## src/rtl/kwdt_pkg.sv

```systemverilog
package kwdt_pkg;

  localparam int ADDR_W = 8;

  localparam logic [ADDR_W-1:0] OFF_LOAD_LO = 8'h80;
  localparam logic [ADDR_W-1:0] OFF_LOAD_HI = 8'h84;
  localparam logic [ADDR_W-1:0] OFF_CTRL    = 8'h88;
  localparam logic [ADDR_W-1:0] OFF_CNT_LO  = 8'h8C;
  localparam logic [ADDR_W-1:0] OFF_CNT_HI  = 8'h90;
  localparam logic [ADDR_W-1:0] OFF_LOCK    = 8'hA0;

  localparam int CTRL_RUN_BIT  = 1;
  localparam int CTRL_RST_BIT  = 3;
  localparam int CTRL_FLAG_BIT = 4;

  typedef enum logic [2:0] {
    SEL_NONE,
    SEL_LOAD_LO,
    SEL_LOAD_HI,
    SEL_CTRL,
    SEL_CNT_LO,
    SEL_CNT_HI,
    SEL_LOCK
  } reg_sel_e;

  function automatic reg_sel_e decode_addr(input logic [ADDR_W-1:0] a);
    reg_sel_e s;
    case (a)
      OFF_LOAD_LO: s = SEL_LOAD_LO;
      OFF_LOAD_HI: s = SEL_LOAD_HI;
      OFF_CTRL:    s = SEL_CTRL;
      OFF_CNT_LO:  s = SEL_CNT_LO;
      OFF_CNT_HI:  s = SEL_CNT_HI;
      OFF_LOCK:    s = SEL_LOCK;
      default:     s = SEL_NONE;
    endcase
    return s;
  endfunction

endpackage

```

## src/rtl/kwdt_regfile.sv

```systemverilog
module kwdt_regfile
  import kwdt_pkg::*;
#(
  parameter int              HALF_W = 16,
  parameter logic [HALF_W-1:0] KEY  = 16'hE551,
  localparam int             CNT_W  = 2 * HALF_W
) (
  input  logic                clk,
  input  logic                rst_n,
  input  logic                wr_en,
  input  logic [ADDR_W-1:0]   addr,
  input  logic [HALF_W-1:0]   wdata,
  input  logic                expire_evt,
  input  logic [CNT_W-1:0]    count,
  output logic [HALF_W-1:0]   rdata,
  output logic [CNT_W-1:0]    load_val,
  output logic                run,
  output logic                rst_en,
  output logic                start_evt,
  output logic                feed_evt,
  output logic                expired
);

  logic [HALF_W-1:0] lo_q, hi_q;
  logic              run_q, rsten_q, flag_q, locked_q;
  reg_sel_e          sel;

  // named write events, qualified by the lock
  logic wr_lock, key_hit, cfg_wr_lo, cfg_wr_hi, cfg_wr_ctrl;
  logic flag_set, flag_clr;

  assign sel         = decode_addr(addr);
  assign wr_lock     = wr_en && (sel == SEL_LOCK);
  assign key_hit     = (wdata == KEY);
  assign cfg_wr_lo   = wr_en && (sel == SEL_LOAD_LO) && !locked_q;
  assign cfg_wr_hi   = wr_en && (sel == SEL_LOAD_HI) && !locked_q;
  assign cfg_wr_ctrl = wr_en && (sel == SEL_CTRL) && !locked_q;

  assign start_evt = cfg_wr_ctrl && wdata[CTRL_RUN_BIT] && !run_q;
  assign feed_evt  = (cfg_wr_lo || cfg_wr_hi) && run_q;
  assign flag_set  = expire_evt && !rsten_q;
  assign flag_clr  = cfg_wr_ctrl && wdata[CTRL_FLAG_BIT];

  always_ff @(posedge clk or negedge rst_n) begin
    if (!rst_n) begin
      locked_q <= 1'b1;
      lo_q     <= '0;
      hi_q     <= '0;
      run_q    <= 1'b0;
      rsten_q  <= 1'b0;
      flag_q   <= 1'b0;
    end else begin
      if (wr_lock)   locked_q <= !key_hit;
      if (cfg_wr_lo) lo_q     <= wdata;
      if (cfg_wr_hi) hi_q     <= wdata;
      if (cfg_wr_ctrl) begin
        run_q   <= wdata[CTRL_RUN_BIT];
        rsten_q <= wdata[CTRL_RST_BIT];
      end
      if (flag_set)      flag_q <= 1'b1;
      else if (flag_clr) flag_q <= 1'b0;
    end
  end

  always_comb begin
    rdata = '0;
    case (sel)
      SEL_LOAD_LO: rdata = lo_q;
      SEL_LOAD_HI: rdata = hi_q;
      SEL_CTRL: begin
        rdata[CTRL_RUN_BIT]  = run_q;
        rdata[CTRL_RST_BIT]  = rsten_q;
        rdata[CTRL_FLAG_BIT] = flag_q;
      end
      SEL_CNT_LO:  rdata = count[HALF_W-1:0];
      SEL_CNT_HI:  rdata = count[CNT_W-1:HALF_W];
      SEL_LOCK:    rdata[0] = locked_q;
      default:     rdata = '0;
    endcase
  end

  assign load_val = {hi_q, lo_q};
  assign run      = run_q;
  assign rst_en   = rsten_q;
  assign expired  = flag_q;

  a_r2_key_opens: assert property (@(posedge clk) disable iff (!rst_n)
    wr_en && (addr == OFF_LOCK) && (wdata == KEY) |=> !locked_q);

  a_r2_other_closes: assert property (@(posedge clk) disable iff (!rst_n)
    wr_en && (addr == OFF_LOCK) && (wdata != KEY) |=> locked_q);

  a_r3_load_guarded: assert property (@(posedge clk) disable iff (!rst_n)
    locked_q && !wr_lock |=> $stable({hi_q, lo_q}));

  a_r3_ctrl_guarded: assert property (@(posedge clk) disable iff (!rst_n)
    locked_q && wr_en && (addr == OFF_CTRL) |=> $stable({run_q, rsten_q}));

  a_r9_flag_sticky: assert property (@(posedge clk) disable iff (!rst_n)
    flag_q && !(wr_en && (addr == OFF_CTRL) && !locked_q) |=> flag_q);

  a_r9_flag_on_expiry: assert property (@(posedge clk) disable iff (!rst_n)
    expire_evt && !rsten_q |=> flag_q);

endmodule

```

## src/rtl/kwdt_counter.sv

```systemverilog
module kwdt_counter #(
  parameter int CNT_W = 32
) (
  input  logic             clk,
  input  logic             rst_n,
  input  logic             tick_ok,
  input  logic             start,
  input  logic             feed,
  input  logic [CNT_W-1:0] load_val,
  output logic [CNT_W-1:0] count,
  output logic             expire_evt
);

  logic [CNT_W-1:0] count_q;
  logic             pend_q;
  logic             step_evt, reload_evt;

  function automatic logic [CNT_W-1:0] step_down(input logic [CNT_W-1:0] c);
    return c - CNT_W'(1);
  endfunction

  assign reload_evt = tick_ok && !start && pend_q;
  assign expire_evt = tick_ok && !start && !pend_q && (count_q == '0);
  assign step_evt   = tick_ok && !start && !pend_q && (count_q != '0);

  always_ff @(posedge clk or negedge rst_n) begin
    if (!rst_n) begin
      count_q <= '0;
      pend_q  <= 1'b0;
    end else if (start) begin
      count_q <= load_val;
      pend_q  <= 1'b0;
    end else begin
      if (reload_evt || expire_evt) count_q <= load_val;
      else if (step_evt)            count_q <= step_down(count_q);
      if (feed)         pend_q <= 1'b1;
      else if (tick_ok) pend_q <= 1'b0;
    end
  end

  assign count = count_q;

  a_r5_start_loads: assert property (@(posedge clk) disable iff (!rst_n)
    start |=> count_q == $past(load_val));

  a_r6_holds_idle: assert property (@(posedge clk) disable iff (!rst_n)
    !tick_ok && !start |=> $stable(count_q));

  a_r6_steps_down: assert property (@(posedge clk) disable iff (!rst_n)
    tick_ok && !start && !pend_q && (count_q != '0)
      |=> count_q == CNT_W'($past(count_q) - CNT_W'(1)));

  a_r7_expiry_reloads: assert property (@(posedge clk) disable iff (!rst_n)
    expire_evt |=> count_q == $past(load_val));

  a_r10_feed_arms: assert property (@(posedge clk) disable iff (!rst_n)
    feed && !start |=> pend_q);

endmodule

```

## src/rtl/kwdt_pulse.sv

```systemverilog
module kwdt_pulse #(
  parameter int RST_CYCLES = 4,
  localparam int PW = $clog2(RST_CYCLES + 1)
) (
  input  logic clk,
  input  logic rst_n,
  input  logic fire,
  output logic pulse
);

  logic [PW-1:0] left_q;
  logic [PW-1:0] hi_len_q;

  always_ff @(posedge clk or negedge rst_n) begin
    if (!rst_n)              left_q <= '0;
    else if (fire)           left_q <= PW'(RST_CYCLES);
    else if (left_q != '0)   left_q <= left_q - PW'(1);
  end

  assign pulse = (left_q != '0);

  // checker-side length of the current high run
  always_ff @(posedge clk or negedge rst_n) begin
    if (!rst_n)                       hi_len_q <= '0;
    else if (fire || !pulse)          hi_len_q <= '0;
    else if (hi_len_q != {PW{1'b1}})  hi_len_q <= hi_len_q + PW'(1);
  end

  a_r8_rises_after_fire: assert property (@(posedge clk) disable iff (!rst_n)
    fire |=> pulse);

  a_r8_bounded_width: assert property (@(posedge clk) disable iff (!rst_n)
    pulse |-> (hi_len_q < PW'(RST_CYCLES)));

  a_r8_no_spurious_rise: assert property (@(posedge clk) disable iff (!rst_n)
    !fire |=> !$rose(pulse));

endmodule

```

## src/rtl/keylock_wdt.sv

```systemverilog
module keylock_wdt
  import kwdt_pkg::*;
#(
  parameter int                HALF_W     = 16,
  parameter logic [HALF_W-1:0] KEY        = 16'hE551,
  parameter int                RST_CYCLES = 4,
  localparam int               CNT_W      = 2 * HALF_W
) (
  input  logic              clk,
  input  logic              rst_n,
  input  logic              tick,
  input  logic              mod_en,
  input  logic              clk_en,
  input  logic              wr_en,
  input  logic [ADDR_W-1:0] addr,
  input  logic [HALF_W-1:0] wdata,
  output logic [HALF_W-1:0] rdata,
  output logic              sys_rst,
  output logic              expired
);

  logic [CNT_W-1:0] load_val, count;
  logic             run, rst_en, start_evt, feed_evt, expire_evt;
  logic             tick_ok, fire_rst;

  assign tick_ok  = tick && mod_en && clk_en && run;
  assign fire_rst = expire_evt && rst_en;

  kwdt_regfile #(.HALF_W(HALF_W), .KEY(KEY)) u_regs (
    .clk        (clk),
    .rst_n      (rst_n),
    .wr_en      (wr_en),
    .addr       (addr),
    .wdata      (wdata),
    .expire_evt (expire_evt),
    .count      (count),
    .rdata      (rdata),
    .load_val   (load_val),
    .run        (run),
    .rst_en     (rst_en),
    .start_evt  (start_evt),
    .feed_evt   (feed_evt),
    .expired    (expired)
  );

  kwdt_counter #(.CNT_W(CNT_W)) u_cnt (
    .clk        (clk),
    .rst_n      (rst_n),
    .tick_ok    (tick_ok),
    .start      (start_evt),
    .feed       (feed_evt),
    .load_val   (load_val),
    .count      (count),
    .expire_evt (expire_evt)
  );

  kwdt_pulse #(.RST_CYCLES(RST_CYCLES)) u_pulse (
    .clk   (clk),
    .rst_n (rst_n),
    .fire  (fire_rst),
    .pulse (sys_rst)
  );

  a_r8_reset_not_flag: assert property (@(posedge clk) disable iff (!rst_n)
    expire_evt && rst_en |=> sys_rst);

  a_r6_gated_tick: assert property (@(posedge clk) disable iff (!rst_n)
    !(mod_en && clk_en) |-> !tick_ok);

endmodule

```

## config.mk

```make
export PLATFORM = sky130hd
export DESIGN_NAME = keylock_wdt
export DESIGN_NICKNAME = d
export VERILOG_FILES = /design/src/rtl/kwdt_pkg.sv /design/src/rtl/kwdt_regfile.sv /design/src/rtl/kwdt_counter.sv /design/src/rtl/kwdt_pulse.sv /design/src/rtl/keylock_wdt.sv
export SDC_FILE = /design/constraint.sdc
export NUM_CORES = 1
export LEC_CHECK = 0
export BUFFER_PORTS_ARGS = -buffer_cell sky130_fd_sc_hd__buf_2
export CAP_MARGIN = 10
export CORE_MARGIN = 3
export CORE_UTILIZATION = 30
export CTS_CLUSTER_SIZE = 10
export DETAILED_ROUTE_END_ITERATION = 8
export GPL_TIMING_DRIVEN = 0
export MAX_ROUTING_LAYER = met4
export PLACE_DENSITY = 0.47
export SLEW_MARGIN = 20
export SYNTH_ARGS = -nofsm -noshare
export SYNTH_HDL_FRONTEND = slang
export SYNTH_SLANG_ARGS = --single-unit
export TNS_END_PERCENT = 1
```

## constraint.sdc

```tcl
create_clock -name clk -period 7.7 [get_ports clk]
set_input_delay 1.54 -clock clk [delete_from_list [all_inputs] [get_ports clk]]
set_output_delay 1.54 -clock clk [all_outputs]
set_load 0.05 [all_outputs]
```

==> flow_summary.toml <==
[synthesis]
synth-async-reset-ratio = 1.00
synth-edff-count = 0
synth-seq-area-share = 0.430
ys.flop_type = "dfrtp_1"
synth-seq-cells = 72
synth_cells = 434
synth.avg_cell_area_sq_um = 9.65
syn-cell-area_sq_mm = 0.00419
synth_nets = 467
yosysWarnings = 0
ys_types = 61

[cts]
hold_buffers = 0
htreeDepth = 3
cts_buffers = 9
cts_tree = "built"
cts_setup_buffers = 0
cts.sink_count = 72
clk_latency_ns = 0.34
cts_max_path_buffers = 2
cts.clk_slew.worst_paths_ns = 0.06
root_buffer = "clkbuf_16"
cts.repair.resized = 0

[setup_path]
cpMostUsedCell = "buf_2"
worstSetupStartpoint = "addr[1]"
r2r_cells = 10
cp_max_fo = 10
cp-start-kind = "input pin"
slowest_delay_ns = 0.78
reg2reg_from = "u_cnt.count[0]"
r2r-end = "u_cnt.count[19]"
worstPathArrival_ns = 4.33
r2r_slack_ns = 4.43
worstSetupPathType = "in -> out"
cp-end-kind = "output port"
critical_path.cell_chain = "buf_2 -> or4b_1 -> or3_1 -> nor3b_1 -> buf_2 -> a22oi_1 -> nand2_1 -> buf_2"
critical_path_required_ns = 6.16
endpoint = "rdata[6]"
slowest_stage = "nor3b_1"

[detailed_routing]
drt_wl_total_um = 14700
via_per_inst = 5.81
ant_nets = 0
wire_per_inst_um = 21.8
num_vias = 3919
drt_iter0_markers = 413
drtPass1Iterations = 5
route.detailed.drc = 0

[timing]
finalSetupTns_ns = 0
finalCriticalPeriod_ns = 5.87
fmax_mhz = 170
setup_viol = 0
whs_ns = 0.495
fin_crit_sh = 0.763
rsz0062_at_grt = "no"
finalHoldViolations = 0
tightest_slew_ns = 0.927
drv_slew = 0
fin_skew_ns = 0.0112
slew_headroom = 0.380

[pwr]
p_leak_uw = 0.00224
powerDensity_mw_per_mm2 = 173
ir_worst_vdd_mv = 0.118

[worst_hold_path]
hp-class = "reg -> reg"
hold_path_startpoint = "u_regs.locked_q"

[layout]
drive_gt1_frac = 0.225
post-route-util = 0.369
diodes = 0
fin_area_sq_mm = 0.00497
final_nets = 526
syn_to_final_growth_pct = 18.6
nFillCells = 1438

[global_routing]
antenna_found_initial = 0
grt.busiest_layer = "met2"
grt_pass1_wl_um = 23000
grt.met1_usage = 0.286
grt_usage = 0.207
grt_use_met3 = 0.0391
grt_pass1_vias = 3855
grt_util_met2 = 0.299
grt-ovfl-total = 0
grt_max_degree = 51

[floorplanning]
die_area_sq_mm = 0.0154
core_sq_mm = 0.0135
die_x_um = 124
die_h_um = 124
initial_core_util = 0.311
rows = 42
io_pins = 48

[placement]
place_hpwl_um = 10800
gp_congestion = 0.885
placed_area_sq_mm = 0.00468
io_buffers = 47

[status]
status = "complete, no violations"

[flow_run]
cap_violations = 0
## critical path: cells and delay by family
family          cells  cell delay (ns)
compound gates      1             0.12
simple gates        4             1.93
buf+inv             3             0.73
## per-stage QoR
stage / setup slack, ns / power [uW] / std cells
after detailed placement: 1.92 / 456 / 658
final: 1.83 / 862 / 674
after global routing: 1.64 / 896 / 674
after CTS: 1.90 / 872 / 674
after floorplan: 2.47 / 424 / 434
after global placement: 1.89 / 454 / 657
## how the worst min path moves through the flow
stage                      end  slack [ns]  cells after the start
6_report       u_regs.locked_q        0.49                      2
5_1_grt        u_regs.locked_q        0.51                      2
4_1_cts        u_regs.locked_q        0.50                      2
3_5_place_dp   u_regs.locked_q        0.49                      2
3_3_place_gp   u_regs.locked_q        0.48                      2
2_1_floorplan   u_regs.lo_q[4]        0.46                      2
## placed cells by master (no fill, tap or decap), types with 3 or more instances in the layout
cell and n:
a211o_1 5, a21o_1 4, a21oi_1 19, a221o_1 5
a22oi_1 32, a31oi_1 4, a41oi_1 3, and2_1 3
and3_1 9, buf_2 56, clkbuf_1 16, clkbuf_16 9
clkinv_4 3, dfrtp_1 71, ha_1 3, inv_1 9
mux2_1 6, mux2_2 28, mux2i_1 3, nand2_1 41
nand3_1 18, nand4_1 9, nor2_1 15, nor2b_1 4
nor3_1 14, nor4_1 13, o21a_1 3, o21ai_0 19
o21ai_1 6, o22a_1 6, o311ai_1 6, or3_1 4
or4_1 8, or4b_1 3
## synthesized netlist by cell type, types with 6 or more instances
library cell / number / area share
a21oi_1: 19 / 0.023
a22oi_1: 32 / 0.057
and3_1: 9 / 0.013
buf_2: 10 / 0.012
clkbuf_1: 16 / 0.014
dfrtp_1: 71 / 0.42
inv_1: 9 / 0.0081
mux2_1: 6 / 0.016
mux2_2: 28 / 0.075
nand2_1: 41 / 0.037
nand3_1: 18 / 0.021
nand4_1: 9 / 0.013
nor2_1: 15 / 0.013
nor3_1: 14 / 0.017
nor4_1: 13 / 0.019
o21ai_0: 19 / 0.023
o21ai_1: 6 / 0.0072
o22a_1: 6 / 0.013
o311ai_1: 6 / 0.013
or4_1: 8 / 0.014
## state kept, by name (all words and copies together), names as in the netlist
name             cells
u_regs.run           1
u_pulse.left_q       3
u_regs.locked_q      1
u_regs.expired       1
u_cnt.pend_q         1
u_cnt.count         32
u_regs.hi_q         16
u_regs.rst_en        1
u_regs.lo_q         16
## cell families after synthesis
| kind of cell | share of synthesized area |
|---|---|
| mux | 0.0985 |
| flops | 0.430 |
| fa+ha+maj | 0.00896 |
| xor+xnor | 0.00209 |
| simple gates | 0.216 |
| buf+inv | 0.0397 |
| compound gates | 0.205 |
## report_power, final
group / switching [uW] / internal, uW / total (uW)
registers: 13.6 / 389 / 403
clock network: 174 / 238 / 413
logic: 26.2 / 20.0 / 46.1
## metal layers
metal / share of wire / wire [um] / up-vias
li1: - / - / 1803
met4: 0.022 / 323 / 0
met3: 0.069 / 1010 / 20
met1: 0.46 / 6680 / 1936
met2: 0.45 / 6650 / 160
met5: 0 / 0 / -
## cell type report
cell class	instances	area [sq um]	area share
multi-input combinational	325	2220	0.447
inverter	9	33.8	0.00680
timing repair buffer	48	265	0.0534
clock buffer	11	253	0.0509
buffer	28	133	0.0267
sequential	72	1800	0.363
tap	176	220	0.0443
clock inverter	5	40.0	0.00806
(Power assumes the default switching activity.)
